==> config.mk <==
export PLATFORM = sky130hd
export DESIGN_NAME = atm_cellgen
export DESIGN_NICKNAME = d
export VERILOG_FILES = /design/src/rtl/atm_cellgen_pkg.sv /design/src/rtl/atm_cellgen_seq.sv /design/src/rtl/atm_cellgen_dp.sv /design/src/rtl/atm_cellgen.sv
export SDC_FILE = /design/constraint.sdc
export NUM_CORES = 1
export LEC_CHECK = 0
export BUFFER_PORTS_ARGS = -buffer_cell sky130_fd_sc_hd__buf_4
export CORE_MARGIN = 10
export CORE_UTILIZATION = 45
export CTS_BUF_LIST = sky130_fd_sc_hd__clkbuf_2
export DETAILED_ROUTE_END_ITERATION = 10
export GPL_ROUTABILITY_DRIVEN = 0
export PLACE_DENSITY = 0.76
export SYNTH_ARGS = -nofsm -noshare
export SYNTH_HDL_FRONTEND = slang
export SYNTH_SLANG_ARGS = --single-unit
==> constraint.sdc <==
create_clock -name clk -period 3.9 [get_ports clk]
set_input_delay 0 -clock clk [delete_from_list [all_inputs] [get_ports clk]]
set_output_delay 0 -clock clk [all_outputs]
set_load 0.1 [all_outputs]
==> src/rtl/atm_cellgen_pkg.sv <==
package atm_cellgen_pkg;

  typedef enum logic [1:0] {K_NONE, K_DATA, K_IDLE, K_INH} cell_kind_e;

  typedef struct packed {
    cell_kind_e  kind;
    logic        dis_hec;
    logic        dis_crc;
    logic        err_hec;
    logic        err_crc;
    logic [7:0]  pat;
  } cell_ctx_t;

  // CRC-8, generator x^8+x^2+x+1, one octet MSB first
  function automatic logic [7:0] crc8_byte(input logic [7:0] crc, input logic [7:0] d);
    logic [7:0] c;
    logic       fb;
    c = crc;
    for (int i = 7; i >= 0; i--) begin
      fb = c[7] ^ d[i];
      c  = {c[6:0], 1'b0} ^ (fb ? 8'h07 : 8'h00);
    end
    return c;
  endfunction

  // CRC-10, generator x^10+x^9+x^5+x^4+x+1, top n bits of d MSB first
  function automatic logic [9:0] crc10_bits(input logic [9:0] crc, input logic [7:0] d, input int n);
    logic [9:0] c;
    logic       fb;
    c = crc;
    for (int i = 0; i < 8; i++) begin
      if (i < n) begin
        fb = c[9] ^ d[7-i];
        c  = {c[8:0], 1'b0} ^ (fb ? 10'h233 : 10'h000);
      end
    end
    return c;
  endfunction

endpackage

==> src/rtl/atm_cellgen_seq.sv <==
module atm_cellgen_seq
  import atm_cellgen_pkg::*;
#(
  parameter int CELL_OCTETS = 53,
  localparam int IDX_W = $clog2(CELL_OCTETS)
) (
  input  logic             clk,
  input  logic             rst_n,
  input  logic             port_sel,
  input  logic             other_sel,
  input  logic             set_err_hec,
  input  logic             set_err_crc,
  input  logic             set_inhibit,
  input  logic             dis_hec,
  input  logic             dis_crc,
  input  logic [7:0]       err_pat,
  output logic [IDX_W-1:0] idx,
  output cell_ctx_t        ctx_now,
  output logic             pend_err_hec,
  output logic             pend_err_crc,
  output logic             pend_inhibit
);
  localparam logic [IDX_W-1:0] LAST = IDX_W'(CELL_OCTETS - 1);

  logic [IDX_W-1:0] idx_q;
  cell_ctx_t        ctx_q, fresh;

  // named events for the assertions
  wire at_sop     = (idx_q == '0);
  wire at_last    = (idx_q == LAST);
  wire slot_lost  = at_sop && (fresh.kind == K_NONE);
  wire cell_start = at_sop && (fresh.kind != K_NONE);
  wire inh_done   = at_last && (ctx_q.kind == K_INH);

  always_comb begin
    fresh.kind    = K_IDLE;
    fresh.dis_hec = dis_hec;
    fresh.dis_crc = dis_crc;
    fresh.err_hec = pend_err_hec;
    fresh.err_crc = pend_err_crc;
    fresh.pat     = err_pat;
    if (port_sel)       fresh.kind = pend_inhibit ? K_INH : K_DATA;
    else if (other_sel) fresh.kind = K_NONE;
  end

  assign ctx_now = at_sop ? fresh : ctx_q;
  assign idx     = idx_q;

  always_ff @(posedge clk or negedge rst_n) begin
    if (!rst_n) begin
      idx_q        <= '0;
      ctx_q        <= '0;
      pend_err_hec <= 1'b0;
      pend_err_crc <= 1'b0;
      pend_inhibit <= 1'b0;
    end else begin
      idx_q <= at_last ? '0 : idx_q + 1'b1;
      ctx_q <= ctx_now;
      if (set_err_hec)     pend_err_hec <= 1'b1;
      else if (cell_start) pend_err_hec <= 1'b0;
      if (set_err_crc)     pend_err_crc <= 1'b1;
      else if (cell_start) pend_err_crc <= 1'b0;
      if (set_inhibit)                 pend_inhibit <= 1'b1;
      else if (slot_lost || inh_done)  pend_inhibit <= 1'b0;
    end
  end

  a_r1_idx_wrap: assert property (@(posedge clk) disable iff (!rst_n)
    at_last |=> (idx_q == '0));
  a_r7_hec_req_taken: assert property (@(posedge clk) disable iff (!rst_n)
    (cell_start && !set_err_hec) |=> !pend_err_hec);
  a_r8_crc_req_taken: assert property (@(posedge clk) disable iff (!rst_n)
    (cell_start && !set_err_crc) |=> !pend_err_crc);
  a_r9_inh_done_clear: assert property (@(posedge clk) disable iff (!rst_n)
    (inh_done && !set_inhibit) |=> !pend_inhibit);
  a_r10_lost_clear: assert property (@(posedge clk) disable iff (!rst_n)
    (at_sop && other_sel && !port_sel && !set_inhibit) |=> !pend_inhibit);

endmodule

==> src/rtl/atm_cellgen_dp.sv <==
module atm_cellgen_dp
  import atm_cellgen_pkg::*;
#(
  parameter int CELL_OCTETS = 53,
  parameter int HDR_OCTETS  = 4,
  localparam int IDX_W = $clog2(CELL_OCTETS)
) (
  input  logic                    clk,
  input  logic                    rst_n,
  input  logic [IDX_W-1:0]        idx,
  input  cell_ctx_t               ctx,
  input  logic [7:0]              in_octet,
  input  logic [8*HDR_OCTETS-1:0] idle_hdr,
  input  logic [7:0]              idle_fill,
  output logic                    out_valid,
  output logic                    out_sop,
  output logic                    out_idle,
  output logic [7:0]              out_octet
);
  localparam logic [IDX_W-1:0] HEC_IDX   = IDX_W'(HDR_OCTETS);
  localparam logic [IDX_W-1:0] PAY_FIRST = IDX_W'(HDR_OCTETS + 1);
  localparam logic [IDX_W-1:0] CRC_HI    = IDX_W'(CELL_OCTETS - 2);
  localparam logic [IDX_W-1:0] LAST      = IDX_W'(CELL_OCTETS - 1);

  logic [7:0] raw, hdr_byte, octet_nx;
  logic [7:0] crc8_q, crc8_nx;
  logic [9:0] crc10_q, crc10_base, crc10_full, crc10_part, crc10_fin_q;
  logic [7:0] hec_gen;
  logic       emit, is_idle;

  assign emit    = (ctx.kind != K_NONE);
  assign is_idle = (ctx.kind == K_IDLE) || (ctx.kind == K_INH);

  always_comb begin
    hdr_byte = 8'h00;
    for (int i = 0; i < HDR_OCTETS; i++)
      if (idx == IDX_W'(i)) hdr_byte = idle_hdr[8*(HDR_OCTETS-1-i) +: 8];
  end

  always_comb begin
    if (ctx.kind == K_DATA)     raw = in_octet;
    else if (idx < HEC_IDX)     raw = hdr_byte;
    else if (idx == HEC_IDX)    raw = 8'h00;
    else if (ctx.kind == K_INH) raw = 8'h00;
    else                        raw = idle_fill;
  end

  assign crc8_nx    = crc8_byte((idx == '0) ? 8'h00 : crc8_q, raw);
  assign hec_gen    = crc8_q ^ 8'h55 ^ (ctx.err_hec ? ctx.pat : 8'h00);
  assign crc10_base = (idx == PAY_FIRST) ? 10'h000 : crc10_q;
  assign crc10_full = crc10_bits(crc10_base, raw, 8);
  assign crc10_part = crc10_bits(crc10_base, raw, 6);

  always_comb begin
    octet_nx = raw;
    if (idx == HEC_IDX && !ctx.dis_hec) octet_nx = hec_gen;
    if (idx == CRC_HI && !ctx.dis_crc)  octet_nx = {raw[7:2], crc10_part[9:8]};
    if (idx == LAST && !ctx.dis_crc)
      octet_nx = crc10_fin_q[7:0] ^ (ctx.err_crc ? 8'h0F : 8'h00);
  end

  always_ff @(posedge clk or negedge rst_n) begin
    if (!rst_n) begin
      crc8_q      <= '0;
      crc10_q     <= '0;
      crc10_fin_q <= '0;
      out_valid   <= 1'b0;
      out_sop     <= 1'b0;
      out_idle    <= 1'b0;
      out_octet   <= '0;
    end else begin
      if (idx < HEC_IDX) crc8_q <= crc8_nx;
      if (idx >= PAY_FIRST && idx < CRC_HI) crc10_q <= crc10_full;
      if (idx == CRC_HI) crc10_fin_q <= crc10_part;
      out_valid <= emit;
      out_sop   <= emit && (idx == '0);
      out_idle  <= emit && is_idle;
      out_octet <= emit ? octet_nx : 8'h00;
    end
  end

  a_r1_valid_steady: assert property (@(posedge clk) disable iff (!rst_n)
    (idx != '0) |=> (out_valid == $past(out_valid)));

endmodule

==> src/rtl/atm_cellgen.sv <==
module atm_cellgen
  import atm_cellgen_pkg::*;
#(
  parameter int CELL_OCTETS = 53,
  parameter int HDR_OCTETS  = 4
) (
  input  logic        clk,
  input  logic        rst_n,
  input  logic        port_sel,
  input  logic        other_sel,
  input  logic [7:0]  in_octet,
  output logic        in_rd,
  input  logic [31:0] idle_hdr,
  input  logic [7:0]  idle_fill,
  input  logic        dis_hec,
  input  logic        dis_crc,
  input  logic [7:0]  err_pat,
  input  logic        set_err_hec,
  input  logic        set_err_crc,
  input  logic        set_inhibit,
  output logic        pend_err_hec,
  output logic        pend_err_crc,
  output logic        pend_inhibit,
  output logic        out_valid,
  output logic        out_sop,
  output logic        out_idle,
  output logic [7:0]  out_octet
);
  localparam int IDX_W = $clog2(CELL_OCTETS);

  logic [IDX_W-1:0] idx;
  cell_ctx_t        ctx_now;

  atm_cellgen_seq #(.CELL_OCTETS(CELL_OCTETS)) u_seq (
    .clk, .rst_n, .port_sel, .other_sel, .set_err_hec, .set_err_crc, .set_inhibit,
    .dis_hec, .dis_crc, .err_pat, .idx, .ctx_now,
    .pend_err_hec, .pend_err_crc, .pend_inhibit
  );

  atm_cellgen_dp #(.CELL_OCTETS(CELL_OCTETS), .HDR_OCTETS(HDR_OCTETS)) u_dp (
    .clk, .rst_n, .idx, .ctx(ctx_now), .in_octet,
    .idle_hdr(idle_hdr[8*HDR_OCTETS-1:0]), .idle_fill,
    .out_valid, .out_sop, .out_idle, .out_octet
  );

  assign in_rd = (ctx_now.kind == K_DATA);

  wire at_sop = (idx == '0);

  a_r1_sop_gap: assert property (@(posedge clk) disable iff (!rst_n)
    out_sop |=> !out_sop);
  a_r2_lost_quiet: assert property (@(posedge clk) disable iff (!rst_n)
    (at_sop && other_sel && !port_sel) |=> !out_valid);
  a_r9_inh_idle: assert property (@(posedge clk) disable iff (!rst_n)
    (at_sop && port_sel && pend_inhibit) |=> (out_sop && out_idle && !in_rd));

endmodule

==> results of run 1 <==
layout make-up:
type | count | share of cell area [%]
Sequential cell | 60 | 29.56
Multi-Input combinational cell | 336 | 47.91
Clock buffer | 9 | 0.8867
Timing Repair Buffer | 106 | 16.45
Tap cell | 108 | 2.660
Clock inverter | 7 | 1.478
Inverter | 13 | 1.059
synthesized netlist by cell type (4+ instances only):
cell type	n
sky130_fd_sc_hd__nand2_1	64
sky130_fd_sc_hd__dfrtp_1	60
sky130_fd_sc_hd__xnor2_1	48
sky130_fd_sc_hd__nor2_1	32
sky130_fd_sc_hd__o21ai_0	19
sky130_fd_sc_hd__xor2_1	19
sky130_fd_sc_hd__a21oi_1	16
sky130_fd_sc_hd__mux2_2	16
sky130_fd_sc_hd__clkbuf_1	14
sky130_fd_sc_hd__o211ai_1	13
sky130_fd_sc_hd__inv_1	11
sky130_fd_sc_hd__mux2i_1	11
sky130_fd_sc_hd__a22oi_1	7
sky130_fd_sc_hd__and3_1	7
sky130_fd_sc_hd__nor2b_1	7
sky130_fd_sc_hd__or3_1	7
sky130_fd_sc_hd__a22o_1	5
sky130_fd_sc_hd__ha_1	5
sky130_fd_sc_hd__nand3_1	5
sky130_fd_sc_hd__a21o_1	4
sky130_fd_sc_hd__a31oi_1	4
sky130_fd_sc_hd__a32o_1	4
sky130_fd_sc_hd__xnor3_1	4
power groups by stage:
| stage | clock [mW] | combinational, mW | sequential (mW) |
|---|---|---|---|
| floorplan | 0 | 1.54 | 0.928 |
| global placement | 0 | 1.90 | 0.881 |
| detailed placement | 0 | 1.95 | 0.886 |
| CTS | 0.416 | 1.99 | 0.872 |
| global route | 0.443 | 2.19 | 0.892 |
| finish | 0.404 | 1.98 | 0.874 |
metrics by stage:
stage	worst slack, ps	total power, mW
after CTS	172.1	3.280
final	152.7	3.258
after detailed placement	231.8	2.840
after global placement	257.9	2.786
after global routing	-10.53	3.523
after floorplan	420.4	2.470
worst max-delay path by stage:
stage	from	cells past startpoint	endpoint
finish	u_seq.idx[5]$_DFF_PN0_	9	u_dp.crc10_q[0]$_DFFE_PN0P_
global route	u_seq.idx[0]$_DFF_PN0_	11	u_dp.crc10_q[0]$_DFFE_PN0P_
CTS	u_seq.idx[5]$_DFF_PN0_	9	u_dp.crc10_q[0]$_DFFE_PN0P_
detailed placement	u_seq.idx[5]$_DFF_PN0_	9	u_dp.crc10_q[0]$_DFFE_PN0P_
global placement	u_seq.idx[5]$_DFF_PN0_	9	u_dp.crc10_q[0]$_DFFE_PN0P_
floorplan	u_seq.pend_inhibit$_DFFE_PN0P_	11	u_dp.crc10_q[0]$_DFFE_PN0P_
registers in the layout, indices dropped and copies added, names as in the netlist:
signal and count:
u_seq.ctx_q 14, u_dp.crc10_q 10, u_dp.crc10_fin_q 8, u_dp.crc8_q 8
u_dp.out_octet 8, u_seq.idx 6, u_dp.out_idle 1, u_dp.out_sop 1
u_dp.out_valid 1, u_seq.pend_err_crc 1, u_seq.pend_err_hec 1, u_seq.pend_inhibit 1
metal layers:
layer | up-vias | GRT usage, % | wire, um
met4 | 0 | 5.997 | 264
li1 | 1688 | - | -
met2 | 131 | 27.08 | 4930
met5 | - | 0 | 0
met1 | 1582 | 20.90 | 4800
met3 | 18 | 5.840 | 892
timing repair:
| action | in CTS | in global routing |
|---|---|---|
| setup endpoints to repair | 0 | 2 |
| resized for setup | 0 | 1 |
| hold endpoints to repair | 82 | 0 |
| hold buffers | 16 | 0 |
cell families after synthesis:
kind of cell | Yosys count | synth area share [%]
flops | 60 | 36.62
buf+inv | 33 | 4.089
compound gates | 89 | 16.14
simple gates | 141 | 16.66
fa+ha+maj | 5 | 1.526
mux | 27 | 7.080
xor+xnor | 74 | 17.88
worst register-to-register path, delay by kind of cell, from the launching register on:
kind | cells | cell delay [ps]
mux | 1 | 270
simple gates | 2 | 1060
compound gates | 2 | 540
flops | 1 | 620
xor+xnor | 4 | 1140
==> flow_results.xml, run 1 <==
<?xml version="1.0" encoding="UTF-8"?>
<metrics>
  <group name="floorplanning">
    <metric name="die_outline_area" unit="um2">13330</metric>
    <metric name="dieHeight" unit="um">115.5</metric>
    <metric name="num_rows" unit="">34</metric>
    <metric name="initial_core_util" unit="%">46.56</metric>
    <metric name="die_w" unit="um">115.5</metric>
    <metric name="core_area" unit="um2">8806</metric>
    <metric name="pin_count" unit="">80</metric>
  </group>
  <group name="sta">
    <metric name="period_share" unit="%">96.08</metric>
    <metric name="max_clock_freq" unit="GHz">0.2669</metric>
    <metric name="finalMaxSlewViolations" unit="">0</metric>
    <metric name="fin_worst_skew" unit="ps">40.17</metric>
    <metric name="totalNegativeSetupSlack" unit="ps">0</metric>
    <metric name="rsz0062_at_grt" unit="">yes</metric>
    <metric name="final-hold-violation-count" unit="">0</metric>
    <metric name="fin_crit" unit="ps">3747</metric>
    <metric name="worst_hold_slack" unit="ps">51.30</metric>
    <metric name="finalSetupViolCount" unit="">0</metric>
    <metric name="timing_worst_slew_pin_value" unit="ps">1127</metric>
    <metric name="worst_slew_margin_rel" unit="%">24.89</metric>
  </group>
  <group name="critical_path">
    <metric name="critical-path-top-cell-by-count" unit="">sky130_fd_sc_hd__xor2_1</metric>
    <metric name="cpLargestDelayFamily" unit="">XOR/XNOR gates</metric>
    <metric name="critical_path.cell_chain" unit="">or4_4 -&gt; or3_1 -&gt; o211a_1 -&gt; o31ai_4 -&gt; xor2_2 -&gt; xnor3_2 -&gt; xor2_1 -&gt; xor2_1 -&gt; mux2_2</metric>
    <metric name="critPathKind" unit="">reg2reg</metric>
    <metric name="critical_path.slowest_cell" unit="">sky130_fd_sc_hd__or4_4</metric>
    <metric name="startpoint_type" unit="">flop</metric>
    <metric name="cp_max_fo" unit="">16</metric>
    <metric name="crit-reg2reg-capture" unit="">u_dp.crc10_q[0]$_DFFE_PN0P_</metric>
    <metric name="endpoint_kind" unit="">flop</metric>
    <metric name="max_stage_delay" unit="ps">710</metric>
    <metric name="rr_worst_depth" unit="">9</metric>
    <metric name="reg2reg_slack" unit="ps">150</metric>
    <metric name="regToRegStartpoint" unit="">u_seq.idx[5]$_DFF_PN0_</metric>
    <metric name="crit_arrival" unit="ps">4150</metric>
    <metric name="timing.critical_path.buf_inv" unit="">0</metric>
    <metric name="required" unit="ps">4310</metric>
  </group>
  <group name="synth">
    <metric name="ys_seq_elements" unit="">60</metric>
    <metric name="synth_ff_type" unit="">sky130_fd_sc_hd__dfrtp_1</metric>
    <metric name="number_of_enable_type_register_cells_in_the_synthesized_netlist" unit="">0</metric>
    <metric name="synth-async-reset-ratio" unit="%">100.0</metric>
    <metric name="synth_top_cell_by_area" unit="">sky130_fd_sc_hd__dfrtp_1</metric>
    <metric name="netlist_top_cells_area" unit="">sky130_fd_sc_hd__dfrtp_1 (37%), sky130_fd_sc_hd__xnor2_1 (10%), sky130_fd_sc_hd__nand2_1 (5.9%)</metric>
    <metric name="synth.net_count" unit="">499</metric>
    <metric name="synth_sequential_area_ratio" unit="%">36.62</metric>
    <metric name="syn_area_per_cell" unit="um2">9.558</metric>
    <metric name="synth.top_cell.area_share" unit="%">36.62</metric>
    <metric name="synthesis.yosys.warnings" unit="">0</metric>
    <metric name="syn_inst" unit="">429</metric>
    <metric name="netlist_area" unit="um2">4100</metric>
    <metric name="synth.lib_cells_used.distinct" unit="">59</metric>
  </group>
  <group name="cells_and_area">
    <metric name="post_route_cell_area" unit="um2">5080</metric>
    <metric name="multiInputGateArea" unit="um2">2434</metric>
    <metric name="design.final.nets" unit="">596</metric>
    <metric name="drive_above_1_share" unit="%">26.74</metric>
    <metric name="final_cells" unit="">639</metric>
    <metric name="post-route-util" unit="%">57.69</metric>
    <metric name="fillerInstances" unit="">759</metric>
    <metric name="area.growth.synth_to_final" unit="%">23.89</metric>
    <metric name="layout.cells.most_common" unit="">sky130_fd_sc_hd__buf_4</metric>
    <metric name="area.sequential" unit="um2">1501</metric>
    <metric name="most_frequent_cells_in_the_layout" unit="">sky130_fd_sc_hd__buf_4 (90), sky130_fd_sc_hd__nand2_1 (64), sky130_fd_sc_hd__dfrtp_1 (60)</metric>
    <metric name="antenna_cells_inserted" unit="">0</metric>
  </group>
  <group name="power">
    <metric name="p_sw" unit="mW">1.315</metric>
    <metric name="vdd_ir_drop_max" unit="V">0.0003751</metric>
    <metric name="powerDensity" unit="nW/um2">641.4</metric>
    <metric name="internal-power" unit="mW">1.943</metric>
    <metric name="share_seq_of_total_power" unit="%">26.8</metric>
    <metric name="power.switching_fraction" unit="%">40.36</metric>
    <metric name="share_clk_of_total_power" unit="%">12.4</metric>
    <metric name="combinationalPowerShare" unit="%">60.8</metric>
    <metric name="static-leakage-power" unit="nW">2.296</metric>
  </group>
  <group name="detailed_routing">
    <metric name="routed_wire_length_per_instance" unit="um">17.04</metric>
    <metric name="num_vias" unit="">3419</metric>
    <metric name="drt_pre_antenna_iters" unit="">5</metric>
    <metric name="drt_wl_total" unit="um">10890</metric>
    <metric name="via_per_inst" unit="">5.351</metric>
    <metric name="remaining_drc_errors" unit="">0</metric>
    <metric name="initialDrtViolationCount" unit="">209</metric>
    <metric name="final_antenna_net_count" unit="">0</metric>
  </group>
  <group name="global_route">
    <metric name="global_route.overflow_total" unit="">0</metric>
    <metric name="antenna_found_initial" unit="">0</metric>
    <metric name="grt_max_degree" unit="">61</metric>
    <metric name="global_route.usage.total" unit="%">16.96</metric>
    <metric name="via_count_of_the_first_global_routing_pass" unit="">3623</metric>
    <metric name="grt_pass1_wl" unit="um">18150</metric>
  </group>
  <group name="place">
    <metric name="post-dp-hpwl" unit="um">8333</metric>
    <metric name="placedInstanceArea" unit="um2">4797</metric>
    <metric name="placed_cells_incl_taps" unit="">607</metric>
    <metric name="numPortBuffers" unit="">79</metric>
  </group>
  <group name="cts">
    <metric name="ctsRootBufferMaster" unit="">sky130_fd_sc_hd__clkbuf_2</metric>
    <metric name="clock_latency" unit="ps">510</metric>
    <metric name="cts_tree" unit="">yes</metric>
    <metric name="cts.htree.levels" unit="">3</metric>
    <metric name="cts.path.max_buffers" unit="">2</metric>
    <metric name="postCtsSetupRepairBufs" unit="">0</metric>
    <metric name="clkSlewWorstSetupHoldPaths" unit="ps">210</metric>
    <metric name="clock-sinks" unit="">60</metric>
    <metric name="cts_made_buffers" unit="">9</metric>
  </group>
  <group name="job">
    <metric name="cap_violations" unit="">0</metric>
  </group>
  <group name="hold_path">
    <metric name="timing.hold.worst.class" unit="">in2async</metric>
  </group>
  <group name="status">
    <metric name="status" unit="">complete, no violations</metric>
  </group>
</metrics>
No activity file was read; power rests on OpenSTA's default activity.
==> inputs of run 2 (changes only) <==
- PLACE_DENSITY: 0.76 -> 0.67
==> run 2 against run 1 <==
Flip-flop and latch count unchanged. Critical path depth up 2. Register-to-register slack improved by 110 ps. Die area stayed put. First-iteration DRC count decreased by 11%. Cell area up 1.2%. Core utilization is 0.71 points higher. Sequential power is essentially flat. Via count up 1.7%. Combinational power hardly changed. Critical path type unchanged. Largest cell class unchanged. Largest power group unchanged.
==> flow_results.xml, run 2 (synthesized netlist as in run 1, its figures left out) <==
<?xml version="1.0" encoding="UTF-8"?>
<metrics>
  <group name="status">
    <metric name="status" unit="">complete, no violations</metric>
  </group>
  <group name="sta">
    <metric name="worst_hold_slack" unit="ps">90.32</metric>
    <metric name="finalMaxSlewViolations" unit="">0</metric>
    <metric name="final-hold-violation-count" unit="">0</metric>
    <metric name="max_clock_freq" unit="GHz">0.2750</metric>
    <metric name="fin_worst_skew" unit="ps">28.61</metric>
    <metric name="worst_slew_margin_rel" unit="%">48.96</metric>
    <metric name="fin_crit" unit="ps">3636</metric>
    <metric name="setup_ws" unit="ps">263.5</metric>
    <metric name="period_share" unit="%">93.24</metric>
    <metric name="rsz0062_at_grt" unit="">no</metric>
    <metric name="totalNegativeSetupSlack" unit="ps">0</metric>
    <metric name="finalSetupViolCount" unit="">0</metric>
    <metric name="timing_worst_slew_pin_value" unit="ps">765.5</metric>
  </group>
  <group name="detailed_routing">
    <metric name="final_antenna_net_count" unit="">0</metric>
    <metric name="remaining_drc_errors" unit="">0</metric>
    <metric name="num_vias" unit="">3477</metric>
    <metric name="initialDrtViolationCount" unit="">185</metric>
    <metric name="routed_wire_length_per_instance" unit="um">17.32</metric>
    <metric name="via_per_inst" unit="">5.382</metric>
    <metric name="drt_wl_total" unit="um">11190</metric>
    <metric name="drt_pre_antenna_iters" unit="">4</metric>
  </group>
  <group name="cts">
    <metric name="clock-sinks" unit="">60</metric>
    <metric name="cts.htree.levels" unit="">3</metric>
    <metric name="cts.path.max_buffers" unit="">2</metric>
    <metric name="ctsRootBufferMaster" unit="">sky130_fd_sc_hd__clkbuf_2</metric>
    <metric name="clock_latency" unit="ps">500</metric>
    <metric name="cts_made_buffers" unit="">9</metric>
    <metric name="clkSlewWorstSetupHoldPaths" unit="ps">190</metric>
    <metric name="cts_tree" unit="">yes</metric>
  </group>
  <group name="power">
    <metric name="power.switching_fraction" unit="%">39.84</metric>
    <metric name="fin_total_pwr" unit="mW">3.338</metric>
    <metric name="vdd_ir_drop_max" unit="V">0.0003511</metric>
    <metric name="share_clk_of_total_power" unit="%">13.6</metric>
    <metric name="p_sw" unit="mW">1.330</metric>
    <metric name="internal-power" unit="mW">2.008</metric>
    <metric name="share_seq_of_total_power" unit="%">26.3</metric>
    <metric name="powerDensity" unit="nW/um2">649.1</metric>
    <metric name="combinationalPowerShare" unit="%">60.1</metric>
    <metric name="static-leakage-power" unit="nW">2.337</metric>
  </group>
  <group name="floorplanning">
    <metric name="core_area" unit="um2">8806</metric>
    <metric name="pin_count" unit="">80</metric>
    <metric name="num_rows" unit="">34</metric>
    <metric name="die_outline_area" unit="um2">13330</metric>
    <metric name="die_w" unit="um">115.5</metric>
    <metric name="initial_core_util" unit="%">46.56</metric>
    <metric name="dieHeight" unit="um">115.5</metric>
  </group>
  <group name="critical_path">
    <metric name="endpoint_kind" unit="">flop</metric>
    <metric name="required" unit="ps">4310</metric>
    <metric name="critical-path-top-cell-by-count" unit="">sky130_fd_sc_hd__xor2_1</metric>
    <metric name="max_stage_delay" unit="ps">490</metric>
    <metric name="critical_path.cell_chain" unit="">inv_1 -&gt; ha_1 -&gt; nor2b_1 -&gt; and3_1 -&gt; o211ai_1 -&gt; a31oi_4 -&gt; xor2_1 -&gt; xnor3_2 -&gt; xor2_1 -&gt; xor2_1 -&gt; mux2_2</metric>
    <metric name="crit_arrival" unit="ps">4050</metric>
    <metric name="critPathKind" unit="">reg2reg</metric>
    <metric name="startpoint_type" unit="">flop</metric>
    <metric name="cp_max_fo" unit="">7</metric>
    <metric name="critical_path.slowest_cell" unit="">sky130_fd_sc_hd__dfrtp_1</metric>
  </group>
  <group name="global_route">
    <metric name="via_count_of_the_first_global_routing_pass" unit="">3585</metric>
    <metric name="grt_max_degree" unit="">61</metric>
    <metric name="grt_pass1_wl" unit="um">18390</metric>
    <metric name="global_route.usage.total" unit="%">17.29</metric>
    <metric name="antenna_found_initial" unit="">1</metric>
    <metric name="global_route.overflow_total" unit="">0</metric>
  </group>
  <group name="job">
    <metric name="cap_violations" unit="">0</metric>
  </group>
  <group name="place">
    <metric name="detailedPlace.worstSlack" unit="ps">289.2</metric>
    <metric name="post-dp-hpwl" unit="um">8643</metric>
    <metric name="numPortBuffers" unit="">79</metric>
    <metric name="placed_cells_incl_taps" unit="">613</metric>
  </group>
  <group name="cells_and_area">
    <metric name="most_frequent_cells_in_the_layout" unit="">sky130_fd_sc_hd__buf_4 (96), sky130_fd_sc_hd__nand2_1 (64), sky130_fd_sc_hd__dfrtp_1 (60)</metric>
    <metric name="area.growth.synth_to_final" unit="%">25.42</metric>
    <metric name="largest_registers" unit="">u_seq.ctx_q x14, u_dp.crc10_q x10</metric>
    <metric name="layout.cells.most_common" unit="">sky130_fd_sc_hd__buf_4</metric>
    <metric name="drive_above_1_share" unit="%">27.37</metric>
    <metric name="largest_register_ff_count" unit="">14</metric>
    <metric name="registers.top_by_ff_count" unit="">u_seq.ctx_q</metric>
    <metric name="final_cells" unit="">646</metric>
    <metric name="design.final.nets" unit="">602</metric>
  </group>
  <group name="hold_path">
    <metric name="timing.hold.worst.class" unit="">in2async</metric>
  </group>
</metrics>
run 2: cell types whose count changed in the layout (fill, tap and decap cells not counted), sizes merged:
cell      change
clkinvlp      -2
bufinv        +1
diode         +1
buf           +6
clkinv        +1
run 2: metal layers:
metal / wire length (um) / global-route usage, % / vias to the layer above / part of all wire (%)
met2: 5357 / 28.76 / 124 / 48
met1: 4697 / 20.90 / 1641 / 42
met5: 0 / 0 / - / 0
met3: 951 / 5.633 / 12 / 8.5
met4: 180 / 5.152 / 0 / 1.6
li1: - / - / 1700 / -
run 2: timing repair:
item | in CTS | in global routing
endpoints found under the hold margin | 81 | 0
buffers inserted | 0 | 0
gates resized for setup | 0 | 1
hold buffers | 16 | 0
setup endpoints to repair | 0 | 2
run 2: worst paths after layout:
path	startpoint	end	slack, ps	depth (start not counted)
setup / recovery	u_seq.idx[0]$_DFF_PN0_	u_dp.crc10_q[0]$_DFFE_PN0P_	260	11
hold / removal	rst_n	u_seq.pend_inhibit$_DFFE_PN0P_	90	2
setup reg to reg	u_seq.idx[0]$_DFF_PN0_	u_dp.crc10_q[0]$_DFFE_PN0P_	260	11
hold reg to reg	u_seq.ctx_q[2]$_DFF_PN0_	u_seq.ctx_q[2]$_DFF_PN0_	490	2
max in group asynchronous	rst_n	u_dp.out_octet[2]$_DFF_PN0_	3280	2
min in group clk	idle_fill[7]	u_dp.crc8_q[0]$_DFFE_PN0P_	170	6
run 2: worst max-delay path, delay by kind of cell, from the launching register on:
family          cells  cell delay (ps)
compound gates      2              470
xor+xnor            4             1250
fa+ha+maj           1              320
buf+inv             1              150
flops               1              490
mux                 1              280
simple gates        2              590
run 2: power by group through the flow:
stage                     logic (mW)  registers (mW)  clock network [mW]
after floorplan                 1.54           0.928                   0
after global placement          1.94           0.880                   0
after detailed placement        2.00           0.889                   0
after CTS                       2.02           0.876               0.468
after global routing            2.18           0.893               0.492
final                           2.01           0.877               0.453
run 2: final cells by class:
type,instances,area [um2]
diodes,1,2.502
clock buffers,9,45.04
clock inverters,7,90.09
fillers,779,3664
inverters,13,53.80
multi-input cells,336,2434
flip-flops and latches,60,1501
well taps,108,135.1
repair buffers,112,880.8
run 2: per-stage QoR:
| step | area, um2 | util (%) |
|---|---|---|
| finish | 5142 | 58.40 |
| global route | 5142 | 58.40 |
| CTS | 5137 | 58.34 |
| detailed placement | 4842 | 54.99 |
| global placement | 4842 | 54.99 |
| floorplan | 4100 | - |
==> inputs of run 3 (changes only) <==
- RECOVER_POWER: not set -> 25
==> run 3 against run 2 <==
Clock skew unchanged. Clock power about the same. First-iteration DRC count unchanged. The run now ends with capacitance limit, slew limit left. Highest routed layer unchanged. Sequential share of layout area about the same.
==> flow_results.xml, run 3 (synthesized netlist as in run 1, its figures left out) <==
<?xml version="1.0" encoding="UTF-8"?>
<metrics>
  <group name="cts">
    <metric name="cts_tree" unit="">yes</metric>
    <metric name="clkSlewWorstSetupHoldPaths" unit="ps">190</metric>
    <metric name="cts.path.max_buffers" unit="">2</metric>
    <metric name="cts.htree.levels" unit="">3</metric>
    <metric name="cts_made_buffers" unit="">9</metric>
    <metric name="ctsRootBufferMaster" unit="">sky130_fd_sc_hd__clkbuf_2</metric>
    <metric name="clock_latency" unit="ps">500</metric>
    <metric name="clock-sinks" unit="">60</metric>
  </group>
  <group name="critical_path">
    <metric name="required" unit="ps">4310</metric>
    <metric name="startpoint_type" unit="">flop</metric>
    <metric name="endpoint_kind" unit="">flop</metric>
    <metric name="critPathKind" unit="">reg2reg</metric>
    <metric name="crit_arrival" unit="ps">4050</metric>
    <metric name="critical_path.cell_chain" unit="">inv_1 -&gt; ha_1 -&gt; nor2b_1 -&gt; and3_1 -&gt; o211ai_1 -&gt; a31oi_4 -&gt; xor2_1 -&gt; xnor3_2 -&gt; xor2_1 -&gt; xor2_1 -&gt; mux2_2</metric>
    <metric name="max_stage_delay" unit="ps">490</metric>
    <metric name="timing.critical_path.buf_inv" unit="">1</metric>
    <metric name="cp_max_fo" unit="">7</metric>
    <metric name="critical-path-top-cell-by-count" unit="">sky130_fd_sc_hd__xor2_1</metric>
    <metric name="critical_path.slowest_cell" unit="">sky130_fd_sc_hd__dfrtp_1</metric>
    <metric name="cpLargestDelayFamily" unit="">XOR/XNOR gates</metric>
  </group>
  <group name="detailed_routing">
    <metric name="initialDrtViolationCount" unit="">185</metric>
    <metric name="final_antenna_net_count" unit="">0</metric>
    <metric name="routed_wire_length_per_instance" unit="um">17.32</metric>
    <metric name="drt_wl_total" unit="um">11190</metric>
    <metric name="drt_pre_antenna_iters" unit="">4</metric>
    <metric name="via_per_inst" unit="">5.382</metric>
    <metric name="num_vias" unit="">3477</metric>
    <metric name="remaining_drc_errors" unit="">0</metric>
  </group>
  <group name="power">
    <metric name="powerDensity" unit="nW/um2">649.5</metric>
    <metric name="static-leakage-power" unit="nW">2.334</metric>
    <metric name="vdd_ir_drop_max" unit="V">0.0003511</metric>
    <metric name="fin_total_pwr" unit="mW">3.337</metric>
  </group>
  <group name="cells_and_area">
    <metric name="largest_registers" unit="">u_seq.ctx_q x14, u_dp.crc10_q x10</metric>
    <metric name="most_frequent_cells_in_the_layout" unit="">sky130_fd_sc_hd__buf_4 (95), sky130_fd_sc_hd__nand2_1 (64), sky130_fd_sc_hd__dfrtp_1 (60)</metric>
    <metric name="multiInputGateArea" unit="um2">2434</metric>
    <metric name="registers.top_by_ff_count" unit="">u_seq.ctx_q</metric>
    <metric name="post-route-util" unit="%">58.35</metric>
    <metric name="drive_above_1_share" unit="%">27.19</metric>
    <metric name="final_cells" unit="">646</metric>
    <metric name="largest_register_ff_count" unit="">14</metric>
    <metric name="area.sequential" unit="um2">1501</metric>
    <metric name="layout.cells.most_common" unit="">sky130_fd_sc_hd__buf_4</metric>
    <metric name="post_route_cell_area" unit="um2">5139</metric>
    <metric name="design.final.nets" unit="">602</metric>
    <metric name="fillerInstances" unit="">778</metric>
    <metric name="area.growth.synth_to_final" unit="%">25.33</metric>
  </group>
  <group name="place">
    <metric name="numPortBuffers" unit="">79</metric>
    <metric name="placed_cells_incl_taps" unit="">613</metric>
    <metric name="post-dp-hpwl" unit="um">8643</metric>
    <metric name="placedInstanceArea" unit="um2">4842</metric>
  </group>
  <group name="sta">
    <metric name="timing_worst_slew_pin_value" unit="ps">3219</metric>
    <metric name="finalSetupViolCount" unit="">0</metric>
    <metric name="worst_slew_margin_rel" unit="%">-114.6</metric>
    <metric name="max_clock_freq" unit="GHz">0.2750</metric>
    <metric name="totalNegativeSetupSlack" unit="ps">0</metric>
    <metric name="finalMaxSlewViolations" unit="">61</metric>
    <metric name="final-hold-violation-count" unit="">0</metric>
    <metric name="fin_worst_skew" unit="ps">28.61</metric>
    <metric name="fin_crit" unit="ps">3636</metric>
    <metric name="period_share" unit="%">93.24</metric>
    <metric name="rsz0062_at_grt" unit="">no</metric>
  </group>
  <group name="floorplanning">
    <metric name="die_w" unit="um">115.5</metric>
    <metric name="core_area" unit="um2">8806</metric>
    <metric name="die_outline_area" unit="um2">13330</metric>
    <metric name="dieHeight" unit="um">115.5</metric>
    <metric name="num_rows" unit="">34</metric>
    <metric name="initial_core_util" unit="%">46.56</metric>
    <metric name="pin_count" unit="">80</metric>
  </group>
  <group name="global_route">
    <metric name="global_route.usage.total" unit="%">17.29</metric>
    <metric name="antenna_found_initial" unit="">1</metric>
    <metric name="via_count_of_the_first_global_routing_pass" unit="">3585</metric>
    <metric name="grt_max_degree" unit="">61</metric>
    <metric name="global_route.overflow_total" unit="">0</metric>
    <metric name="grt_pass1_wl" unit="um">18390</metric>
  </group>
  <group name="status">
    <metric name="status" unit="">finished with violations</metric>
    <metric name="violated_checks" unit="">capacitance limit, slew limit</metric>
  </group>
  <group name="hold_path">
    <metric name="timing.hold.worst.class" unit="">in2reg</metric>
  </group>
  <group name="job">
    <metric name="cap_violations" unit="">1</metric>
  </group>
</metrics>
run 3: cell types whose count changed in the layout (fill, tap and decap cells not counted), sizes merged:
cell,previous run,this run
buf,96,95
clkbuf,9,10
run 3: power by group:
| group | total [mW] | internal [mW] | leakage (nW) | switching [mW] |
|---|---|---|---|---|
| Clock | 0.453 | 0.210 | 0.0797 | 0.244 |
| Combinational | 2.01 | 1.04 | 1.55 | 0.966 |
| Sequential | 0.878 | 0.757 | 0.702 | 0.120 |
run 3: layout make-up:
type                            count  area share, %
Multi-Input combinational cell    336          47.36
Sequential cell                    60          29.22
Timing Repair Buffer              112          17.07
Tap cell                          108          2.630
Clock inverter                      7          1.753
Inverter                           13          1.047
Clock buffer                        9         0.8766
Antenna cell                        1        0.04870
run 3: what timing repair did:
item                                   in CTS  in global routing
endpoints found under the hold margin      81                  0
hold buffers                               16                  0
resized for setup                           0                  1
buffers inserted                            0                  0
setup endpoints to repair                   0                  2
run 3: metal layers:
| layer | up-vias | GRT usage, % | part of all wire [%] |
|---|---|---|---|
| li1 | 1700 | - | - |
| met3 | 12 | 5.633 | 8.5 |
| met2 | 124 | 28.76 | 48 |
| met1 | 1641 | 20.90 | 42 |
| met4 | 0 | 5.152 | 1.6 |
| met5 | - | 0 | 0 |
run 3: worst paths after layout:
kind,slack (ps),start,endpoint,cells past startpoint
max,260,u_seq.idx[0]$_DFF_PN0_,u_dp.crc10_q[0]$_DFFE_PN0P_,11
min,170,idle_fill[7],u_dp.crc8_q[0]$_DFFE_PN0P_,6
max reg2reg,260,u_seq.idx[0]$_DFF_PN0_,u_dp.crc10_q[0]$_DFFE_PN0P_,11
min reg2reg,490,u_seq.ctx_q[2]$_DFF_PN0_,u_seq.ctx_q[2]$_DFF_PN0_,2
max in group asynchronous,990,rst_n,u_dp.out_octet[2]$_DFF_PN0_,2
min in group asynchronous,1100,rst_n,u_seq.pend_inhibit$_DFFE_PN0P_,2
run 3: through the flow:
stage          setup WS, ps  hold WS (ps)
2_1_floorplan         420.4        -295.6
3_3_place_gp          379.7         120.0
3_5_place_dp          289.2         127.7
4_1_cts               265.1         98.85
5_1_grt               42.04         171.9
6_report              263.5         174.8
run 3: worst register-to-register path: cells and delay by family (launching register included):
| kind | cells | cell delay (ps) |
|---|---|---|
| and+or+nand+nor | 2 | 590 |
| AOI/OAI and AO/OA | 2 | 470 |
| muxes | 1 | 280 |
| xor gates and xnor gates | 4 | 1250 |
| adders and majority gates | 1 | 320 |
| DFF | 1 | 490 |
| buffers and inverters | 1 | 150 |
